<file path="src/rtl/xfr_pkg.sv">
package xfr_pkg;
   localparam int BYTE_W = 8;
   localparam logic [BYTE_W-1:0] FILL_BYTE = 8'hFF;

   typedef enum logic [2:0] {
      BS_IDLE,
      BS_ADDR,
      BS_AACK,
      BS_WDAT,
      BS_WACK,
      BS_RDAT,
      BS_RACK
   } bus_st_t;
endpackage

</file>
<file path="src/rtl/xfr_line_filt.sv">
module xfr_line_filt #(
   parameter int   FILT_LEN = 3,
   parameter logic RST_VAL  = 1'b1
) (
   input  logic clk,
   input  logic rst_n,
   input  logic line_i,
   output logic line_o
);
   logic s1, s2;

   always_ff @(posedge clk or negedge rst_n)
      if (!rst_n) begin
         s1 <= RST_VAL;
         s2 <= RST_VAL;
      end else begin
         s1 <= line_i;
         s2 <= s1;
      end

   generate
      if (FILT_LEN <= 1) begin : g_pass
         assign line_o = s2;
      end else begin : g_vote
         localparam int CW = $clog2(FILT_LEN + 1);
         logic          flt;
         logic [CW-1:0] run;

         always_ff @(posedge clk or negedge rst_n)
            if (!rst_n) begin
               flt <= RST_VAL;
               run <= '0;
            end else if (s2 == flt) begin
               run <= '0;
            end else if (run == CW'(FILT_LEN - 1)) begin
               flt <= s2;
               run <= '0;
            end else begin
               run <= run + 1'b1;
            end

         assign line_o = flt;
      end
   endgenerate
endmodule

</file>
<file path="src/rtl/xfr_bus_slave.sv">
module xfr_bus_slave
   import xfr_pkg::*;
#(
   parameter int          NUM_REGS = 16,
   parameter int          IDX_W    = 4,
   parameter logic [5:0]  DEV_BASE = 6'h08
) (
   input  logic              clk,
   input  logic              rst_n,
   input  logic              scl,
   input  logic              sda,
   input  logic              sel,
   input  logic [BYTE_W-1:0] rd_data,
   output logic [IDX_W-1:0]  rd_idx,
   output logic              wr_stb,
   output logic [BYTE_W-1:0] wr_byte,
   output logic              busy,
   output logic              rd_end,
   output logic              sda_oe
);
   bus_st_t           st;
   logic              scl_q, sda_q;
   logic [3:0]        cnt;
   logic [BYTE_W-1:0] sh, tx;
   logic [IDX_W-1:0]  ptr, ptr_inc;
   logic              rw, rd_act, mack;
   logic              scl_r, scl_f, start_ev, stop_ev;

   assign scl_r    =  scl & ~scl_q;
   assign scl_f    = ~scl &  scl_q;
   assign start_ev =  scl &  scl_q &  sda_q & ~sda;
   assign stop_ev  =  scl &  scl_q & ~sda_q &  sda;
   assign rd_end   = (start_ev | stop_ev) & rd_act;
   assign ptr_inc  = (ptr == IDX_W'(NUM_REGS - 1)) ? '0 : ptr + 1'b1;
   assign rd_idx   = (st == BS_RACK) ? ptr_inc : ptr;

   always_ff @(posedge clk or negedge rst_n)
      if (!rst_n) begin
         scl_q   <= 1'b1;
         sda_q   <= 1'b1;
         st      <= BS_IDLE;
         cnt     <= '0;
         sh      <= '0;
         tx      <= FILL_BYTE;
         ptr     <= '0;
         rw      <= 1'b0;
         rd_act  <= 1'b0;
         mack    <= 1'b0;
         busy    <= 1'b0;
         sda_oe  <= 1'b0;
         wr_stb  <= 1'b0;
         wr_byte <= '0;
      end else begin
         scl_q  <= scl;
         sda_q  <= sda;
         wr_stb <= 1'b0;
         if (stop_ev) begin
            st     <= BS_IDLE;
            sda_oe <= 1'b0;
            busy   <= 1'b0;
            rd_act <= 1'b0;
         end else if (start_ev) begin
            st     <= BS_ADDR;
            cnt    <= '0;
            sda_oe <= 1'b0;
            rd_act <= 1'b0;
         end else begin
            case (st)
               BS_ADDR: begin
                  if (scl_r) begin
                     sh  <= {sh[BYTE_W-2:0], sda};
                     cnt <= cnt + 1'b1;
                  end else if (scl_f && cnt == 4'd8) begin
                     cnt <= '0;
                     if (sh[7:1] == {DEV_BASE, sel}) begin
                        st     <= BS_AACK;
                        sda_oe <= 1'b1;
                        busy   <= 1'b1;
                        rw     <= sh[0];
                        ptr    <= '0;
                     end else begin
                        st <= BS_IDLE;
                     end
                  end
               end
               BS_AACK: begin
                  if (scl_f) begin
                     cnt <= '0;
                     if (rw) begin
                        st     <= BS_RDAT;
                        tx     <= rd_data;
                        sda_oe <= ~rd_data[7];
                        rd_act <= 1'b1;
                     end else begin
                        st     <= BS_WDAT;
                        sda_oe <= 1'b0;
                     end
                  end
               end
               BS_WDAT: begin
                  if (scl_r) begin
                     sh  <= {sh[BYTE_W-2:0], sda};
                     cnt <= cnt + 1'b1;
                  end else if (scl_f && cnt == 4'd8) begin
                     cnt     <= '0;
                     wr_stb  <= 1'b1;
                     wr_byte <= sh;
                     sda_oe  <= 1'b1;
                     st      <= BS_WACK;
                  end
               end
               BS_WACK: begin
                  if (scl_f) begin
                     st     <= BS_WDAT;
                     sda_oe <= 1'b0;
                     cnt    <= '0;
                  end
               end
               BS_RDAT: begin
                  if (scl_f) begin
                     if (cnt == 4'd7) begin
                        sda_oe <= 1'b0;
                        st     <= BS_RACK;
                     end else begin
                        tx     <= {tx[BYTE_W-2:0], 1'b1};
                        sda_oe <= ~tx[6];
                        cnt    <= cnt + 1'b1;
                     end
                  end
               end
               BS_RACK: begin
                  if (scl_r) begin
                     mack <= ~sda;
                  end else if (scl_f) begin
                     if (mack) begin
                        ptr    <= ptr_inc;
                        tx     <= rd_data;
                        sda_oe <= ~rd_data[7];
                        cnt    <= '0;
                        st     <= BS_RDAT;
                     end else begin
                        st <= BS_IDLE;
                     end
                  end
               end
               default: st <= BS_IDLE;
            endcase
         end
      end
endmodule

</file>
<file path="src/rtl/xfr_regfile.sv">
module xfr_regfile
   import xfr_pkg::*;
#(
   parameter int                NUM_REGS = 16,
   parameter int                IDX_W    = 4,
   parameter logic [BYTE_W-1:0] MODE_RST = 8'h00
) (
   input  logic                            clk,
   input  logic                            rst_n,
   input  logic                            st_we,
   input  logic [IDX_W-1:0]                st_idx,
   input  logic [BYTE_W-1:0]               st_data,
   input  logic                            st_dav,
   input  logic                            lock,
   input  logic                            fill,
   input  logic [IDX_W-1:0]                rd_idx,
   input  logic                            wr_stb,
   input  logic [BYTE_W-1:0]               wr_byte,
   output logic [BYTE_W-1:0]               rd_data,
   output logic [NUM_REGS-1:0][BYTE_W-1:0] bank,
   output logic                            dav_n,
   output logic [BYTE_W-1:0]               mode
);
   logic accept;

   assign accept  = st_we & ~lock & (32'(st_idx) < NUM_REGS);
   assign rd_data = bank[rd_idx];

   for (genvar g = 0; g < NUM_REGS; g++) begin : g_reg
      logic [BYTE_W-1:0] q;
      always_ff @(posedge clk or negedge rst_n)
         if (!rst_n)
            q <= FILL_BYTE;
         else if (fill)
            q <= FILL_BYTE;
         else if (accept && st_idx == IDX_W'(g))
            q <= st_data;
      assign bank[g] = q;
   end

   always_ff @(posedge clk or negedge rst_n)
      if (!rst_n)
         dav_n <= 1'b1;
      else if (fill)
         dav_n <= 1'b1;
      else if (accept && st_dav)
         dav_n <= 1'b0;

   always_ff @(posedge clk or negedge rst_n)
      if (!rst_n)
         mode <= MODE_RST;
      else if (wr_stb)
         mode <= wr_byte;
endmodule

</file>
<file path="src/rtl/xfr_bank_i2c.sv">
module xfr_bank_i2c
   import xfr_pkg::*;
#(
   parameter int                NUM_REGS = 16,
   parameter int                FILT_LEN = 3,
   parameter logic [5:0]        DEV_BASE = 6'h08,
   parameter logic [BYTE_W-1:0] MODE_RST = 8'h00,
   localparam int               IDX_W    = (NUM_REGS > 1) ? $clog2(NUM_REGS) : 1
) (
   input  logic              clk,
   input  logic              rst_n,
   input  logic              scl_i,
   input  logic              sda_i,
   input  logic              sel_i,
   output logic              sda_oe_o,
   input  logic              st_we_i,
   input  logic [IDX_W-1:0]  st_idx_i,
   input  logic [7:0]        st_data_i,
   input  logic              st_dav_i,
   output logic              dav_n_o,
   output logic [7:0]        mode_o
);
   if (NUM_REGS < 2 || NUM_REGS > 256) begin : g_bad_regs
      $error("xfr_bank_i2c: NUM_REGS must lie in 2..256");
   end
   if (FILT_LEN < 1) begin : g_bad_filt
      $error("xfr_bank_i2c: FILT_LEN must be at least 1");
   end

   logic [1:0]                      raw_lines, clean_lines;
   logic [IDX_W-1:0]                rd_idx;
   logic [BYTE_W-1:0]               rd_data, wr_byte;
   logic                            wr_stb, bus_busy, rd_end;
   logic [NUM_REGS-1:0][BYTE_W-1:0] bank_q;

   assign raw_lines = {sda_i, scl_i};

   for (genvar l = 0; l < 2; l++) begin : g_line
      xfr_line_filt #(.FILT_LEN(FILT_LEN), .RST_VAL(1'b1)) u_filt (
         .clk    (clk),
         .rst_n  (rst_n),
         .line_i (raw_lines[l]),
         .line_o (clean_lines[l])
      );
   end

   xfr_bus_slave #(.NUM_REGS(NUM_REGS), .IDX_W(IDX_W), .DEV_BASE(DEV_BASE)) u_bus (
      .clk     (clk),
      .rst_n   (rst_n),
      .scl     (clean_lines[0]),
      .sda     (clean_lines[1]),
      .sel     (sel_i),
      .rd_data (rd_data),
      .rd_idx  (rd_idx),
      .wr_stb  (wr_stb),
      .wr_byte (wr_byte),
      .busy    (bus_busy),
      .rd_end  (rd_end),
      .sda_oe  (sda_oe_o)
   );

   xfr_regfile #(.NUM_REGS(NUM_REGS), .IDX_W(IDX_W), .MODE_RST(MODE_RST)) u_rf (
      .clk     (clk),
      .rst_n   (rst_n),
      .st_we   (st_we_i),
      .st_idx  (st_idx_i),
      .st_data (st_data_i),
      .st_dav  (st_dav_i),
      .lock    (bus_busy),
      .fill    (rd_end),
      .rd_idx  (rd_idx),
      .wr_stb  (wr_stb),
      .wr_byte (wr_byte),
      .rd_data (rd_data),
      .bank    (bank_q),
      .dav_n   (dav_n_o),
      .mode    (mode_o)
   );
endmodule

</file>
<file path="config.mk">
export PLATFORM = sky130hd
export DESIGN_NAME = xfr_bank_i2c
export DESIGN_NICKNAME = d
export VERILOG_FILES = /design/src/rtl/xfr_pkg.sv /design/src/rtl/xfr_line_filt.sv /design/src/rtl/xfr_bus_slave.sv /design/src/rtl/xfr_regfile.sv /design/src/rtl/xfr_bank_i2c.sv
export SDC_FILE = /design/constraint.sdc
export NUM_CORES = 1
export LEC_CHECK = 0
export ABC_AREA = 1
export BUFFER_PORTS_ARGS = -buffer_cell sky130_fd_sc_hd__buf_4
export CAP_MARGIN = 20
export CORE_ASPECT_RATIO = 0.8
export CORE_UTILIZATION = 49
export CTS_CLUSTER_SIZE = 28
export DETAILED_ROUTE_END_ITERATION = 8
export GPL_TIMING_DRIVEN = 0
export HOLD_SLACK_MARGIN = 0.05
export PLACE_DENSITY_LB_ADDON = 0.08
export SLEW_MARGIN = 20
export SYNTH_ARGS = -nofsm -noshare
export SYNTH_HDL_FRONTEND = slang
export SYNTH_SLANG_ARGS = --single-unit
export TNS_END_PERCENT = 5
</file>
<file path="constraint.sdc">
create_clock -name clk -period 2.3 [get_ports clk]
set_clock_uncertainty 0.1 [all_clocks]
set_input_delay 0.115 -clock clk [delete_from_list [all_inputs] [get_ports clk]]
set_output_delay 0.115 -clock clk [all_outputs]
set_load 0.02 [all_outputs]
</file>
After elaboration in Yosys (flattened, before gate mapping) --
Index checks and enable logic that the tools add are counted. W data, S select, Z words.
Word-level totals: bits of input ports 19, bits in registers 189, word-level logic and storage cells 300
Cells by class: multiplexer cells 112, bitwise logic cells 22, $add $sub $neg 4, reduce and logical (&&, ||, !) cells 61, equal/unequal tests 60, order comparisons 1
Operator list (count):
- $mux W8 | 33
- $mux W4 | 17
- $mux W7 | 7
- $mux W3 | 14
- $reduce_bool A2 Y1 | 21
- $eq A4 B4 Y1 const B | 10
- $ne A4 B1 Y1 const B | 10
- $bmux W8 S4 | 1
- $mux W1 | 30
- $pmux W7 S3 | 1
- $eq A4 B3 Y1 const B | 5
- $reduce_and A10 Y1 | 2
- $logic_and A1 B1 Y1 | 18
- $pmux W3 S6 | 1
- $reduce_and A9 Y1 | 2
- $pmux W4 S4 | 1
- $ne A2 B1 Y1 const B | 7
- $ne A3 B1 Y1 const B | 4
- $ne A4 B4 Y1 const B | 3
- $not A1 Y1 | 12
- $reduce_and A12 Y1 | 1
- $reduce_bool A3 Y1 | 4
- $mux W2 | 5
- $ne A2 B2 Y1 const B | 5
- other kinds (26) | 46

Longest topological paths before layout --
depth in word-level cells 12, depth in mapped cells 15, gate-level depth less buffers 13

Hierarchy --
Synthesis repeated with hierarchy kept, for this count alone.
Second synthesis, totals: cell total of the unflattened synthesis 1245, area, all modules 9843.2 um^2
Modules (own cells, without submodules):
- xfr_regfile | times used 1, cells each 892, sequential area each 3589.7 um^2, area an instance 7109.3 um^2
- xfr_bus_slave | times used 1, cells each 311, sequential area each 1062.3 um^2, area an instance 2353.5 um^2
- xfr_line_filt | times used 2, cells each 21, sequential area each 128.9 um^2, area an instance 190.2 um^2

Worst setup path before layout --
No wires, ideal clock.
path kind reg-to-reg, start point register u_bus.ptr[0], end point register u_bus.tx[1], library setup time 0.076 ns, data required time 2.124 ns, cell stages (with the launch flop) 14, data arrival time 1.724 ns, path slack 0.401 ns, period minus slack after synthesis 1.899 ns, cell sequence dfrtp_1 -> ha_1 -> nand3_1 -> nand2_1 -> nand2_4 -> nand2_2 -> buf_6 -> buf_4 -> o211ai_1 -> nand3_1 -> nand3_1 -> nand3_1 -> nand2_1 -> nand2_1
On the way: cells in the longest elaborated chain, start to end 9
RTL lines:
- start, declared | line xfr_bus_slave.sv:25 | logic [IDX_W-1:0] ptr, ptr_inc;
- start signal, assigned | line xfr_bus_slave.sv:136 | ptr <= ptr_inc;
- $add A4 B1 Y4 or $eq A4 B4 Y1 (tied branches) | line xfr_bus_slave.sv:34 | assign ptr_inc = (ptr == IDX_W'(NUM_REGS - 1)) ? '0 : ptr + 1'b1;
- $mux W4 | line xfr_bus_slave.sv:34
- $mux W4 (*) | line xfr_bus_slave.sv:35 | assign rd_idx = (st == BS_RACK) ? ptr_inc : ptr;
- $bmux W8 S4 (*) | line xfr_regfile.sv:27 | assign rd_data = bank[rd_idx];
- $mux W8 (implied by the code) (*) | line xfr_regfile.sv:27
- $mux W7 | line xfr_bus_slave.sv:135 | if (mack) begin
- $mux W7 | line xfr_bus_slave.sv:134 | end else if (scl_f) begin
- $mux W7 | line xfr_bus_slave.sv:132 | if (scl_r) begin
- $pmux W7 S3 (*) | line xfr_bus_slave.sv:68 | case (st)
- end signal, assigned | line xfr_bus_slave.sv:91 | tx <= rd_data;
- end signal, assigned | line xfr_bus_slave.sv:125 | tx <= {tx[BYTE_W-2:0], 1'b1};
- end signal, assigned | line xfr_bus_slave.sv:137 | tx <= rd_data;
- end, declared | line xfr_bus_slave.sv:24 | logic [BYTE_W-1:0] sh, tx;
Mark *: on every way between the ends. The rest lies on a longest branch, timed or not. The select of a mux whose other input is x is not followed. A chain may end at the register's enable or synchronous reset.

Worst setup path after layout --
start point register u_bus.ptr[1], end point register u_bus.tx[1]
Same word-level chain as after synthesis.

==> metrics.md <==
| Metric | Value |
|---|---|
| FF-to-FF End | `u_bus.tx[1]$_DFFE_PN1P_` |
| Arrival time at the worst endpoint | `2.57 ns` |
| Vertical die dimension | `125 um` |
| Top flip-flop cell by instance count after synthesis | `sky130_fd_sc_hd__dfstp_2` |
| Capturing element of the worst setup path | `u_bus.tx[1]$_DFFE_PN1P_` |
| Worst-path cell with the longest stage delay | `sky130_fd_sc_hd__dfrtp_1` |
| Critical path startpoint category | `register` |
| Distinct cell type count after synthesis | `42` |
| Skew-Pair Late Insertion Delay | `around 0.44 ns` |
| Smallest setup slack after layout | `about 0.0047 ns` |
| Status | `finished clean` |
| Mapped cell area | `around 9300 sq um` |
| Critical path origin | `u_bus.ptr[1]$_DFFE_PN0P_` |
| TritonCTS clock tree | `done` |
| Largest net degree at the start of global routing | `between 100 and 150` |
| Max capacitance violation total | `0` |
| Commonest cells after routing, fill and taps aside | `228 x sky130_fd_sc_hd__nand2_1, 144 x sky130_fd_sc_hd__dfstp_2, 115 x sky130_fd_sc_hd__inv_1` |
| Largest stage delay on the critical path | `0.40 ns` |
| Final net count | `1210` |
| Fraction of layout instances using a drive strength above 1 | `0.310` |
| Routed vias/inst | `between 5 and 6` |
| Actual slew at the worst max-slew pin | `about 0.67 ns` |
| H-Tree Level Count | `4` |
| Endpoints failing setup | `0` |
| Number of instances in the synthesized netlist | `1081` |
| Number of enable flip-flop cells after synthesis | `0` |
| Worst R2R Start | `u_bus.ptr[1]$_DFFE_PN0P_` |
| Warnings, synthesis | `0` |
| Initial DRC count | `between 800 and 900` |
| Number of buffers and inverters on the critical path | `2` |
| Total routing usage reported by global routing | `0.287` |
| Total DRC errors in the routed layout | `0` |
| WS Path Type | `register to register` |
| Period minus WS final | `between 2 and 2.5 ns` |
| Post-route antenna net violation count | `0` |
| Number of top-level pins | `29` |
| Logic depth of the worst path, buffers included | `13` |
| Count of clock tree sinks | `roughly 190` |
| Clock buffer count from CTS | `17` |
| Slew headroom | `0.556` |
| Number of search-and-repair iterations in the first detailed-routing pass | `7` |
| Post-synthesis area per instance | `roughly 8.6 sq um` |
| Leakage power | `around 5.0 nW` |
| Total inserted antenna cells | `0` |
| Power Total | `approximately 11 mW` |
| Number of standard-cell rows in the floorplan | `44` |
| Detailed Route WL | `27.1 mm` |
| Critical path data required time | `between 2 and 3 ns` |
| Number of register bits inferred by synthesis | `roughly 190` |
| Placed cell count | `around 1400` |
| Post-layout instance count excluding filler cells | `1454` |
| Biggest fanout along the worst timing path | `6` |
| Cell area reported after detailed placement | `around 9800 sq um` |
| P per Cell Area | `between 1000 and 1500 nW/um^2` |
| Number of nets produced by synthesis | `~1100` |
| Register area share after synthesis | `0.530` |
| Die X | `156 um` |
| Aggregate global routing overflow | `0` |
| Family of cells with the greatest summed delay on the critical path | `simple AND/OR/NAND/NOR gates` |
| Global-route wire length before repair | `about 42 mm` |
| Weighted congestion at the end of routability-driven global placement | `0.938` |
| Area added between synthesis and finish | `21.1%` |
| Port Buffers | `28` |
| Detailed placement HPWL | `18.8 mm` |
| Depth of the worst register-to-register path | `13` |
| Vias in the first global route | `~7000` |
| Aggregate negative setup slack | `0 ns` |
| Routed wire length per instance | `18.7 um` |
| Number of vias after detailed routing | `roughly 8000` |
| Cells along the critical path | `ha_2, nand3_2, nand2_2, nand2_4, nand2_4, buf_12, buf_12, o211ai_1, nand3_1, nand3_1, nand3_2, nand2_1, nand2_1` |
| Worst hold path type | `primary input to register` |
| Tcrit/Tclk final | `0.998` |
| CTS max path bufs | `2` |
| Number of fill cells in the layout | `between 1500 and 2000` |
| Final Cell Area | `11200 sq um` |
| Endpoint kind of the worst setup timing path | `register` |
| Die Area | `19500 sq um` |
| Maximum operating frequency | `about 440 MHz` |
| Initial antenna violation count | `0` |
| Peak supply drop | `0.000814 V` |
| Synth async-reset ratio | `1.00` |
| Clock slew at reported path FFs | `0.08 ns` |
| Effective utilization at floorplan | `0.506` |
| Area inside the core boundary | `roughly 18000 sq um` |
| R2R setup slack | `roughly 0.0047 ns` |
| Number of pins with negative max-slew slack in the final report | `0` |
| Unrepaired setup endpoints after global routing | `yes` |
| Final Hold Vio Count | `0` |
| Placement Setup Slack | `-0.440 ns` |
| Clk root buf | `sky130_fd_sc_hd__clkbuf_16` |
| Most common library cell in the layout ignoring fill and taps | `sky130_fd_sc_hd__nand2_1` |
==> layout make-up <==
| class | instances | area (sq um) | area share |
|---|---|---|---|
| repair buffers | 89 | 797 | 0.0710 |
| inverters | 131 | 533 | 0.0475 |
| plain buffers | 44 | 377 | 0.0335 |
| multi-input cells | 716 | 3690 | 0.329 |
| clock inverters | 15 | 178 | 0.0158 |
| well taps | 253 | 317 | 0.0282 |
| clock buffers | 17 | 425 | 0.0379 |
| flip-flops and latches | 189 | 4910 | 0.437 |
==> report_power, final <==
group          switching (mW)  internal [mW]  leakage [nW]
clock network            1.48           1.56         0.283
registers               0.465           4.94          2.13
logic                    1.78           1.03          2.64
total                    3.73           7.54          5.05
==> routing by layer <==
| metal | wire length, um | vias up | GRT usage |
|---|---|---|---|
| li1 | - | 3744 | - |
| met1 | 13600 | 3760 | 0.465 |
| met2 | 10900 | 278 | 0.373 |
| met3 | 2250 | 27 | 0.0714 |
| met4 | 365 | 0 | 0.0744 |
| met5 | 0 | - | 0 |
==> metrics by stage <==
stage          utilization  hold WS (ns)
6_report             0.612        0.0639
2_1_floorplan            -        -0.281
3_5_place_dp         0.536        0.0848
3_3_place_gp         0.534         0.124
4_1_cts              0.585        0.0588
5_1_grt              0.612         0.100
==> worst min-delay path, delay by kind of cell <==
| family | cells | cell delay [ns] |
|---|---|---|
| simple gates | 4 | 0.28 |
| buf+inv | 1 | 0.09 |
| compound gates | 1 | 0.08 |
==> registers in the layout, summed over array words and instances, names as in the netlist, 2 cells and up <==
register	cells
u_bus.sh	8
u_bus.tx	7
u_bus.cnt	4
g_line.u_filt.s1	2
g_line.u_filt.line_o	2
u_bus.ptr	4
u_rf.mode	8
g_line.u_filt.g_vote.run	4
u_bus.st	3
g_line.u_filt.s2	2
u_rf.g.q	128
u_bus.wr_byte	8
==> logic make-up after synthesis <==
group,after synthesis,share of synthesized area
compound gates,244,0.144
mux,8,0.00972
xor+xnor,5,0.00472
simple gates,456,0.219
buf+inv,176,0.0883
flops,189,0.530
fa+ha+maj,3,0.00405
==> cell usage after synthesis, types with 3 or more instances <==
library cell / number / area, sq um
sky130_fd_sc_hd__nand3_1: 84 / 420
sky130_fd_sc_hd__clkbuf_1: 7 / 26.3
sky130_fd_sc_hd__o211ai_1: 36 / 270
sky130_fd_sc_hd__nand2_4: 11 / 124
sky130_fd_sc_hd__nor2_1: 90 / 338
sky130_fd_sc_hd__xor2_1: 3 / 26.3
sky130_fd_sc_hd__inv_1: 125 / 469
sky130_fd_sc_hd__o21ai_0: 122 / 611
sky130_fd_sc_hd__inv_2: 5 / 18.8
sky130_fd_sc_hd__o21ai_1: 5 / 25.0
sky130_fd_sc_hd__nand2_1: 236 / 886
sky130_fd_sc_hd__mux2_2: 8 / 90.1
sky130_fd_sc_hd__nand2_2: 6 / 37.5
sky130_fd_sc_hd__dfrtp_1: 45 / 1130
sky130_fd_sc_hd__buf_2: 15 / 75.1
sky130_fd_sc_hd__ha_1: 3 / 37.5
sky130_fd_sc_hd__buf_6: 15 / 169
sky130_fd_sc_hd__nor2_2: 8 / 50.1
sky130_fd_sc_hd__a21oi_1: 71 / 355
sky130_fd_sc_hd__buf_4: 6 / 45.0
sky130_fd_sc_hd__nor3_1: 9 / 45.0
sky130_fd_sc_hd__dfstp_2: 144 / 3780
==> how the worst min path moves through the flow <==
stage | to | cells past startpoint | from
detailed placement | u_rf.mode[1]$_DFFE_PN0P_ | 1 | rst_n
floorplan | g_line[0].u_filt.g_vote.run[0]$_DFF_PN0_ | 0 | rst_n
CTS | u_bus.rw$_DFFE_PN0P_ | 6 | sel_i
global route | u_bus.rw$_DFFE_PN0P_ | 6 | sel_i
finish | u_bus.rw$_DFFE_PN0P_ | 6 | sel_i
global placement | g_line[0].u_filt.s1$_DFF_PN1_ | 1 | scl_i
==> timing repair <==
action / CTS / global route
buffers inserted: 10 / 34
gates resized for setup: 24 / 66
endpoints found under the setup margin: 85 / 147
gates cloned: 0 / 3
endpoints found under the hold margin: 140 / 6
pin swaps: 3 / 31
hold buffers: 12 / 1
No activity file was read; power rests on OpenSTA's default activity.
